==> src/rtl/sw_pkg.sv <==
`timescale 1ns/1ps
package sw_pkg;

    typedef struct packed {
        logic [3:0] tens;
        logic [3:0] ones;
    } bcd2_t;

    // Active-high segments, bit 0 = A ... bit 6 = G; codes above 9 are blank.
    function automatic logic [6:0] bcd_to_seg(input logic [3:0] d);
        logic [6:0] s;
        case (d)
            4'd0:    s = 7'h3F;
            4'd1:    s = 7'h06;
            4'd2:    s = 7'h5B;
            4'd3:    s = 7'h4F;
            4'd4:    s = 7'h66;
            4'd5:    s = 7'h6D;
            4'd6:    s = 7'h7D;
            4'd7:    s = 7'h07;
            4'd8:    s = 7'h7F;
            4'd9:    s = 7'h6F;
            default: s = 7'h00;
        endcase
        return s;
    endfunction

endpackage

==> src/rtl/sw_tick_gen.sv <==
`timescale 1ns/1ps
module sw_tick_gen #(
    parameter int TICK_DIV = 100
) (
    input  logic clk,
    input  logic rst_n,
    input  logic run,
    output logic tick
);
    localparam int CW = (TICK_DIV > 2) ? $clog2(TICK_DIV) : 1;
    localparam logic [CW-1:0] LAST = CW'(TICK_DIV - 1);

    typedef struct packed {
        logic [CW-1:0] cnt;
    } tick_state_t;

    tick_state_t st_d, st_q;

    always_comb begin
        st_d = st_q;
        tick = run && (st_q.cnt == LAST);
        if (run) begin
            st_d.cnt = (st_q.cnt == LAST) ? '0 : st_q.cnt + 1'b1;
        end
    end

    always_ff @(posedge clk or negedge rst_n) begin
        if (!rst_n) st_q <= '0;
        else        st_q <= st_d;
    end
endmodule

==> src/rtl/sw_key_toggle.sv <==
`timescale 1ns/1ps
module sw_key_toggle (
    input  logic clk,
    input  logic rst_n,
    input  logic key,
    output logic run,
    output logic press
);
    typedef struct packed {
        logic [1:0] hist;
        logic       run;
    } key_state_t;

    key_state_t st_d, st_q;

    always_comb begin
        press    = st_q.hist[0] & ~st_q.hist[1];
        st_d     = st_q;
        st_d.hist = {st_q.hist[0], key};
        st_d.run  = st_q.run ^ press;
    end

    always_ff @(posedge clk or negedge rst_n) begin
        if (!rst_n) st_q <= '0;
        else        st_q <= st_d;
    end

    assign run = st_q.run;
endmodule

==> src/rtl/sw_bcd_field.sv <==
`timescale 1ns/1ps
module sw_bcd_field
    import sw_pkg::*;
#(
    parameter int MOD = 60
) (
    input  logic  clk,
    input  logic  rst_n,
    input  logic  inc,
    output bcd2_t value,
    output logic  carry
);
    localparam logic [3:0] TENS_TOP = 4'((MOD - 1) / 10);
    localparam logic [3:0] ONES_TOP = 4'((MOD - 1) % 10);

    bcd2_t st_d, st_q;
    logic  at_top;

    always_comb begin
        at_top = (st_q.tens == TENS_TOP) && (st_q.ones == ONES_TOP);
        carry  = inc && at_top;
        st_d   = st_q;
        if (inc) begin
            if (at_top) begin
                st_d = '0;
            end else if (st_q.ones == 4'd9) begin
                st_d.ones = 4'd0;
                st_d.tens = st_q.tens + 4'd1;
            end else begin
                st_d.ones = st_q.ones + 4'd1;
            end
        end
    end

    always_ff @(posedge clk or negedge rst_n) begin
        if (!rst_n) st_q <= '0;
        else        st_q <= st_d;
    end

    assign value = st_q;
endmodule

==> src/rtl/sw_scan_mux.sv <==
`timescale 1ns/1ps
module sw_scan_mux
    import sw_pkg::*;
#(
    parameter int NUM_DIGITS = 6
) (
    input  logic                       clk,
    input  logic                       rst_n,
    input  logic [NUM_DIGITS-1:0][3:0] digits,
    output logic [NUM_DIGITS-1:0]      dig_sel,
    output logic [6:0]                 seg
);
    localparam int SW = $clog2(NUM_DIGITS);
    localparam logic [SW-1:0] LAST = SW'(NUM_DIGITS - 1);

    typedef struct packed {
        logic [SW-1:0] slot;
    } scan_state_t;

    scan_state_t st_d, st_q;

    always_comb begin
        st_d      = st_q;
        st_d.slot = (st_q.slot == LAST) ? '0 : st_q.slot + 1'b1;
        seg       = bcd_to_seg(digits[st_q.slot]);
    end

    for (genvar g = 0; g < NUM_DIGITS; g++) begin : g_sel
        assign dig_sel[g] = (st_q.slot == SW'(g));
    end

    always_ff @(posedge clk or negedge rst_n) begin
        if (!rst_n) st_q <= '0;
        else        st_q <= st_d;
    end
endmodule

==> src/rtl/stopwatch_core.sv <==
`timescale 1ns/1ps
module stopwatch_core
    import sw_pkg::*;
#(
    parameter int TICK_DIV = 100,
    parameter int CS_MOD   = 100,
    parameter int SEC_MOD  = 60,
    parameter int MIN_MOD  = 60
) (
    input  logic       clk,
    input  logic       rst_n,
    input  logic       run_key,
    output logic [5:0] dig_sel,
    output logic [6:0] seg
);
    logic       run, press, tick;
    logic       cs_carry, sec_carry, min_carry;
    bcd2_t      cs_v, sec_v, min_v;
    logic [5:0][3:0] digits;

    sw_key_toggle u_key (
        .clk(clk), .rst_n(rst_n), .key(run_key), .run(run), .press(press)
    );

    sw_tick_gen #(.TICK_DIV(TICK_DIV)) u_tick (
        .clk(clk), .rst_n(rst_n), .run(run), .tick(tick)
    );

    sw_bcd_field #(.MOD(CS_MOD)) u_cs (
        .clk(clk), .rst_n(rst_n), .inc(tick), .value(cs_v), .carry(cs_carry)
    );

    sw_bcd_field #(.MOD(SEC_MOD)) u_sec (
        .clk(clk), .rst_n(rst_n), .inc(cs_carry), .value(sec_v), .carry(sec_carry)
    );

    sw_bcd_field #(.MOD(MIN_MOD)) u_min (
        .clk(clk), .rst_n(rst_n), .inc(sec_carry), .value(min_v), .carry(min_carry)
    );

    // Slot 0 is the leftmost digit (minutes tens).
    assign digits = {cs_v.ones, cs_v.tens, sec_v.ones, sec_v.tens, min_v.ones, min_v.tens};

    sw_scan_mux #(.NUM_DIGITS(6)) u_scan (
        .clk(clk), .rst_n(rst_n), .digits(digits), .dig_sel(dig_sel), .seg(seg)
    );
endmodule

==> config.mk <==
export PLATFORM = sky130hd
export DESIGN_NAME = stopwatch_core
export DESIGN_NICKNAME = d
export VERILOG_FILES = /design/src/rtl/sw_pkg.sv /design/src/rtl/sw_tick_gen.sv /design/src/rtl/sw_key_toggle.sv /design/src/rtl/sw_bcd_field.sv /design/src/rtl/sw_scan_mux.sv /design/src/rtl/stopwatch_core.sv
export SDC_FILE = /design/constraint.sdc
export NUM_CORES = 1
export LEC_CHECK = 0
export BUFFER_PORTS_ARGS = -buffer_cell sky130_fd_sc_hd__buf_2
export CORE_UTILIZATION = 30
export DETAILED_ROUTE_END_ITERATION = 6
export HOLD_SLACK_MARGIN = 0.08
export PLACE_DENSITY_LB_ADDON = 0.25
export RECOVER_POWER = 50
export SKIP_LAST_GASP = 1
export SLEW_MARGIN = 20
export SYNTH_ARGS = -nofsm -noshare
export SYNTH_HDL_FRONTEND = slang
export SYNTH_SLANG_ARGS = --single-unit
==> constraint.sdc <==
create_clock -name clk -period 3 [get_ports clk]
set_clock_uncertainty 0.15 [all_clocks]
set_input_delay 0.6 -clock clk [delete_from_list [all_inputs] [get_ports clk]]
set_output_delay 0.6 -clock clk [all_outputs]
set_load 0.02 [all_outputs]
Word-level counts from Yosys, hierarchy flattened

Memories as Yosys holds them, arrays and structs flattened.
Index checks and enable logic that the tools add are counted.

Equality and inequality tests: 12
$add $sub $neg: 8
Order comparisons: 1
Bitwise logic cells: 3
Muxes and demuxes: 13
Reduce and logical (&&, ||, !) cells: 13

Operators by type and width:

| operator              | count |
|---|---|
| $mux W4               | 7 |
| $add A4 B1 Y4 const B | 6 |
| $mux W8               | 3 |
| $eq A4 B4 Y1 const B  | 4 |
| $bmux W4 S3           | 1 |
| $eq A4 B3 Y1 const B  | 2 |
| $add A7 B1 Y7 const B | 1 |
| $eq A7 B7 Y1 const B  | 1 |
| $mux W7               | 1 |
| $eq A3 B2 Y1 const B  | 2 |
| $eq A3 B3 Y1 const B  | 2 |
| $logic_and A1 B1 Y1   | 6 |
| $reduce_and A2 Y1     | 3 |
| $reduce_bool A2 Y1    | 3 |
| $lt A3 B4 Y1 const B  | 1 |
| $add A3 B1 Y3 const B | 1 |
| $eq A3 B1 Y1 const B  | 1 |
| $logic_not A3 Y1      | 1 |
| $mux W3               | 1 |
| $and A1 B1 Y1         | 1 |
| $not A1 Y1            | 1 |
| $xor A1 B1 Y1         | 1 |

Memory bits (read-only): 112
Bits of input ports: 3
Memories: 1
Output and inout bits: 13
Register bits: 37
Logic and storage cells: 61

Memory list:

| memory           | words | bits a word | rd ports | clocked after Yosys merged registers in | wr ports | line         | text |
|---|---|---|---|---|---|---|---|
| (name not given) | 16    | 7           | 1        | 0                                       | 0        | sw_pkg.sv:12 | `case (d)` |

Longest topological paths before layout

Gate-level depths: netlist (run 1).

Word-level depth: 5
Depth in mapped cells: 9
Mapped depth without buffers: 8

Cells and area by module

From an unflattened synthesis (run 1), not the netlist that was laid out.

Cell total of the unflattened synthesis: 247
Area total of the unflattened synthesis: 2444.8 µm²

Modules (own cells, without submodules):

| module                    | seq. area each (µm²) | cells each | times used | area each (µm²) |
|---|---|---|---|---|
| sw_bcd_field at u_min ... | 200.2                | 48         | 2          | 469.2 |
| sw_scan_mux               | 75.1                 | 62         | 1          | 574.3 |
| sw_bcd_field at u_cs      | 200.2                | 49         | 1          | 470.5 |
| sw_tick_gen               | 175.2                | 35         | 1          | 356.6 |
| sw_key_toggle             | 75.1                 | 5          | 1          | 105.1 |

Worst setup path after synthesis (run 1)

Ideal clock, no wire load.

Path type: register to output
Start point: register u_scan.st_q[0] (netlist name)
End point: output port seg[0]
Required time: 2250 ps
Stages on the path, launching flop included: 9
Setup slack: 63 ps
Data arrival time: 2187 ps
Cells stage by stage: dfrtp_1 buf_2 mux4_2 a21oi_1 inv_1 ha_1 inv_1 mux2i_1 o22ai_1

Cells in the longest elaborated chain, start to end: 3

Ends and longest elaborated chain:

| what                          | line                 | text |
|---|---|---|
| start: declaration            | sw_scan_mux.sv:20    | `scan_state_t st_d, st_q;` |
| start signal: assignment      | sw_scan_mux.sv:34    | `else st_q <= st_d;` |
| $bmux W4 S3                   | sw_scan_mux.sv:25    | `seg = bcd_to_seg(digits[st_q.slot]);` |
| $mux W4 (implied by the code) | sw_scan_mux.sv:25    |  |
| $mem_v2 Z16 W7                | -                    |  |
| end: declaration              | stopwatch_core.sv:14 | `output logic [6:0] seg` |

Every way passes these cells. The select of a mux whose other input is x is not followed.

Final worst setup path (run 1)

Start point: register u_sec.st_q (netlist bit u_sec.value[5])
End point: output port seg[3]

Cells in the longest elaborated chain, start to end: 3

Ends and longest elaborated chain:

| what                          | line               | text |
|---|---|---|
| start: declaration            | sw_bcd_field.sv:16 | `bcd2_t st_d, st_q;` |
| start signal: assignment      | sw_bcd_field.sv:37 | `else st_q <= st_d;` |
| $bmux W4 S3                   | sw_scan_mux.sv:25  |  |
| $mux W4 (implied by the code) | sw_scan_mux.sv:25  |  |
| $mem_v2 Z16 W7                | -                  |  |

Every way passes these cells. The select of a mux whose other input is x is not followed.

==> out/qor.csv, run 1 <==
metric;value;unit
status;finished with violations;
violations;capacitance limit, slew limit;
rows;31;
cts_tree;yes;
vdd_drop_max;213;µV
cts_root_buf;clkbuf_8;
ant_nets;0;
dieArea;0.00803;mm²
clkLatencyLatePin;290;ps
drtIter0Drc;84;
crit_chain;mux4_2 > a21oi_4 > buf_6 > ha_1 > inv_1 > mux2i_1 > o22ai_1 > buf_4;
synth.yosys.seq_area_share;40.2;%
synth_top_area_share;40.2;%
leakage;1.28;nW
fp.dieH;89.6;µm
power-per-cell-area;444;mW/mm²
synthArstFlopShare;100;%
reg2reg_slack;740;ps
die_w;89.6;µm
vias;1741;
slew_headroom;-34.6;%
place_ws;200;ps
arrival;2160;ps
synth_cell_types;43;
startpoint_type;flip-flop;
hold_start;u_key.st_d[2];
timing.fmax;343;MHz
worst_setup_path_end_kind;primary output;
finalHoldViolCount;0;
hold_buffers;0;
fin_ws;86.0;ps
grtUsageTotal;12.5;%
htreeDepth;2;
num_io_pins;16;
yosys-top-cells-count;dfrtp_1 (37), ha_1 (20), nand2_1 (20), o21ai_0 (20);
cp_max_fo;7;
fin_crit_sh;97.1;%
synth_edf_count;0;
grt_pass1_vias;1691;
synth_area_leaders;dfrtp_1 (40%), ha_1 (11%), o21ai_0 (4.3%);
grt_pass1_wl;7660;µm
start_util;31.4;%
synth_top_flop_cell;dfrtp_1;
cts_sinks;37;
drv_cap;1;
critPathKind;flip-flop to primary output;
avgRoutedWirePerCell;12.3;µm
finalWeightedCongestion;0.775;
coreArea;0.00733;mm²
grt_overflow_total;0;
yosysMostFrequentCell;dfrtp_1;
design_area;0.00270;mm²
synth_fp_nets;260;
reg2reg_to;u_min.value[2];
synthToLayoutAreaGrowth;17.3;%
clk_path_buf_depth;2;
hp-class;flip-flop to flip-flop;
synth_area_per_cell;9.72;µm²
antenna_cells;0;
netlist_instances;237;
finalSetupTns;0;ps
dr.pass1.iters;4;
rsz0062_at_grt;true;
io_buffer_count;15;
final_cells;363;
grt_max_degree;38;
yosys_warnings;0;
setup_viol;0;
grt_antenna_before_repair;0;
worst_slew_pin_slew;2020;ps
max_stage_delay;500;ps
drive_gt1_share;20.8;%
final_max_slew_viol_count;38;
placed_cells;349;
wirelength;4470;µm
avgViaCountPerCell;4.80;
hold_depth;0;
nets;286;
required;2250;ps
numCtsBuffers;5;
period_needed;2910;ps
yosys.area.top_type;dfrtp_1;
place_area;0.00249;mm²
hpwl;3300;µm
worstReg2RegStart;u_cs.value[1];
power.total;1.20;mW
drc;0;
crit_path_top_delay_cell;mux4_2;
clk_pin_slew;80;ps
syn_area;0.00230;mm²
reg2reg_depth;7;
synth_seq_cells;37;
hold_end;u_key.st_q[2];
## where the power goes
part	leakage [nW]	switching (mW)	total (mW)	internal (mW)
sequential	0.486	0.0617	0.613	0.551
clock	0.0574	0.192	0.462	0.271
combinational	0.735	0.0579	0.125	0.0667
total	1.28	0.312	1.20	0.888
## cells in the final DEF (no fill, tap or decap), types with 2 or more instances in the layout
cell type	count
a21boi_0	2
a21o_1	6
a21oi_1	4
a21oi_4	3
and3_1	7
and3b_1	2
buf_2	13
buf_4	8
buf_6	2
clkbuf_8	6
dfrtp_1	31
dfrtp_2	6
ha_1	20
inv_1	19
mux2_2	2
mux2i_1	6
mux4_2	4
nand2_1	20
nand2b_1	3
nand3_1	7
nand4_1	5
nor2_1	17
nor2_2	2
nor3_1	8
o21ai_0	20
o22ai_1	5
o31ai_1	5
or3_1	3
or4_1	2
xnor2_1	5
xor2_1	4
## stage by stage
stage | util [%] | hold slack (ps)
after floorplan | - | 154
after global placement | 34.0 | 216
after detailed placement | 34.0 | 227
after CTS | 35.8 | 249
after global routing | 36.9 | 247
final | 36.9 | 251
## metal layers
layer | up-vias | wire length (µm) | GRT usage [%]
met5 | - | 0 | 0
met3 | 5 | 150 | 3.02
li1 | 889 | - | -
met4 | 0 | 44 | 3.90
met1 | 826 | 2230 | 15.5
met2 | 21 | 2040 | 21.5
## registers in the layout, summed over array words and instances (netlist names)
name,count
u_cs.value,8
u_key.st_d,1
u_key.st_q,1
u_key.run,1
u_sec.value,8
u_min.value,8
u_scan.st_q,3
u_tick.st_q,7
## worst max-delay path, delay by kind of cell, from the launching register on
kind / cells / cell delay, ps
muxes: 2 / 680
DFF: 1 / 450
buffers and inverters: 3 / 350
AOI/OAI and AO/OA: 2 / 260
adders and majority gates: 1 / 140
## cell type report
class                      count  area (µm²)
clock buffer                   6        82.6
clock inverter                 2        37.5
fill                         741        4630
inverter                      19        71.3
multi-input combinational    176        1300
sequential                    37         933
tap                           99         124
timing repair buffer          24         151
## cell families after synthesis
logic type,after synthesis,synth area share (%)
AND/OR/NAND/NOR,85,19.8
AO/OA/AOI/OAI,49,13.4
flip-flops,37,40.2
buffers and inverters,25,4.83
adder cells (fa/ha/maj),20,10.9
multiplexers,12,7.50
XOR/XNOR,9,3.42
## worst max path at each step
stage | start | end | slack (ps)
2_1_floorplan | u_scan.st_q[0] | seg[0] | 60
3_3_place_gp | u_sec.value[0] | seg[3] | 260
5_1_grt | u_sec.value[5] | seg[3] | -30
3_5_place_dp | u_scan.st_q[0] | seg[3] | 200
4_1_cts | u_scan.st_q[0] | seg[3] | 20
6_report | u_sec.value[5] | seg[3] | 90
## timing repair
item	in CTS	in global routing
gates cloned	0	1
gates resized for setup	3	12
setup endpoints to repair	6	6
setup buffers	0	5
pin swaps	0	3
(Power assumes the default switching activity.)
==> run 2: changes to the inputs <==
==> constraint.sdc (replaced) <==
create_clock -name clk -period 3 [get_ports clk]
set_clock_uncertainty 0.15 [all_clocks]
set_input_delay 0.6 -clock clk [delete_from_list [all_inputs] [get_ports clk]]
set_output_delay 0.6 -clock clk [all_outputs]
set_load 0.01 [all_outputs]
==> out/qor.csv, run 2 (same netlist as run 1, synthesis figures left out) <==
metric;value;unit;change
status;finished with violations;;
violations;capacitance limit, slew limit;;
drive_gt1_share;19.8;%;-0.99 points
startpoint_type;flip-flop;;
antenna_cells;0;;unchanged
layout_commonest_cell;dfrtp_1;;
htreeDepth;2;;unchanged
cts_tree;yes;;
avgViaCountPerCell;4.81;;+0.38%
grt_max_degree;38;;unchanged
rsz0062_at_grt;true;;
worst_setup_path_end_kind;primary output;;
io_buffer_count;15;;unchanged
cts_sinks;37;;unchanged
hpwl;3280;µm;-0.62%
fp.dieH;89.6;µm;unchanged
slew_headroom;-34.7;%;-0.068 points
synthToLayoutAreaGrowth;16.7;%;
grt_overflow_total;0;;unchanged
final_max_slew_viol_count;38;;unchanged
vias;1738;;-0.17%
coreArea;0.00733;mm²;unchanged
nets;285;;-0.35%
numCtsBuffers;5;;unchanged
finalWeightedCongestion;0.725;;-6.5%
post-route-util;36.7;%;-0.20 points
drtIter0Drc;110;;+31%
multi_input_area;0.00131;mm²;+0.77%
start_util;31.4;%;unchanged
clk_path_buf_depth;2;;unchanged
arrival;2200;ps;+40 ps
power-per-cell-area;432;mW/mm²;-2.6%
dieArea;0.00803;mm²;unchanged
setup_viol;0;;unchanged
critPathKind;flip-flop to primary output;;
finalHoldViolCount;0;;unchanged
required;2250;ps;about the same
wirelength;4450;µm;-0.27%
drv_cap;1;;unchanged
timing.fmax;339;MHz;-1.3%
final_cell_mix;dfrtp_1 (36), nand2_1 (20), nor2_1 (19), o21ai_0 (19);;
dr.pass1.iters;4;;unchanged
num_io_pins;16;;unchanged
rows;31;;unchanged
period_needed;2950;ps;+37.4 ps
fin_crit_sh;98.4;%;+1.2 points
drc;0;;unchanged
hold_buffers;0;;unchanged
grt_pass1_wl;7710;µm;+0.63%
avgRoutedWirePerCell;12.3;µm;+0.28%
ant_nets;0;;unchanged
grt_antenna_before_repair;0;;unchanged
grtUsageTotal;12.8;%;+0.27 points
final-seq-area;927;µm²;-0.67%
num-fill-cells;736;;-0.67%
grt_pass1_vias;1669;;-1.3%
clkLatencyLatePin;300;ps;about the same
hp-class;flip-flop to flip-flop;;
vdd_drop_max;264;µV;+24%
leakage;1.27;nW;-0.41%
cp_max_fo;6;;-1
worst_slew_pin_slew;2020;ps;+1.01 ps
power.total;1.16;mW;-3.1%
finalSetupTns;0;ps;unchanged
clk_pin_slew;70;ps;about the same
cts_root_buf;clkbuf_8;;
die_w;89.6;µm;unchanged
## run 2: cell count changes in the layout (fill, tap and decap cells not counted), sizes merged
cell / delta
a21oi: -1
clkinv: +1
clkbuf: -1
clkinvlp: -1
## run 2: critical path, cell delays in order, from the launching register on
cell,delay (ps)
dfrtp_1,410
mux4_2,560
a21oi_4,270
ha_1,200
inv_1,40
mux2i_1,180
o22ai_1,100
buf_2,150
## run 2: per-stage QoR
stage / std cells / setup slack [ps] / hold slack [ps] / cell area (µm²)
3_5_place_dp: 348 / 209 / 221 / 2480
2_1_floorplan: 237 / 199 / 154 / 2300
5_1_grt: 361 / -52.6 / 247 / 2690
4_1_cts: 355 / 9.21 / 238 / 2600
6_report: 361 / 48.6 / 232 / 2690
3_3_place_gp: 348 / 263 / 213 / 2480
## run 2: final cells by class
cell class	count	area share (%)
multi-input combinational	175	48.8
timing repair buffer	24	5.54
inverter	19	2.65
clock buffer	5	2.56
clock inverter	2	1.30
sequential	37	34.5
tap	99	4.61
## run 2: final timing paths
check	start	end	slack, ps	cells after the start
max	u_scan.st_q[0]	seg[0]	50	7
min	u_key.st_d[2]	u_key.st_q[2]	230	0
max reg2reg	u_cs.value[1]	u_min.value[2]	680	7
min reg2reg	u_key.st_d[2]	u_key.st_q[2]	230	0
max in group asynchronous	rst_n	u_scan.st_q[1]	670	1
min in group asynchronous	rst_n	u_tick.st_q[6]	720	1
## run 2: timing repair
action,4_1_cts,5_1_grt
setup endpoints to repair,7,6
buffers inserted,0,6
pin swaps,1,4
resized for setup,3,11
## run 2: where the power goes
part           leakage (nW)  switching, mW  internal (mW)
sequential            0.493         0.0638          0.551
clock                0.0540          0.180          0.242
combinational         0.726         0.0598         0.0660
total                  1.27          0.303          0.859
## run 2: metal layers
layer	vias to the layer above	part of all wire (%)	GRT usage, %
met3	6	3.1	3.02
met2	26	47	22.2
met5	-	0	0
met1	818	49	15.5
li1	888	-	-
met4	0	1.3	4.33
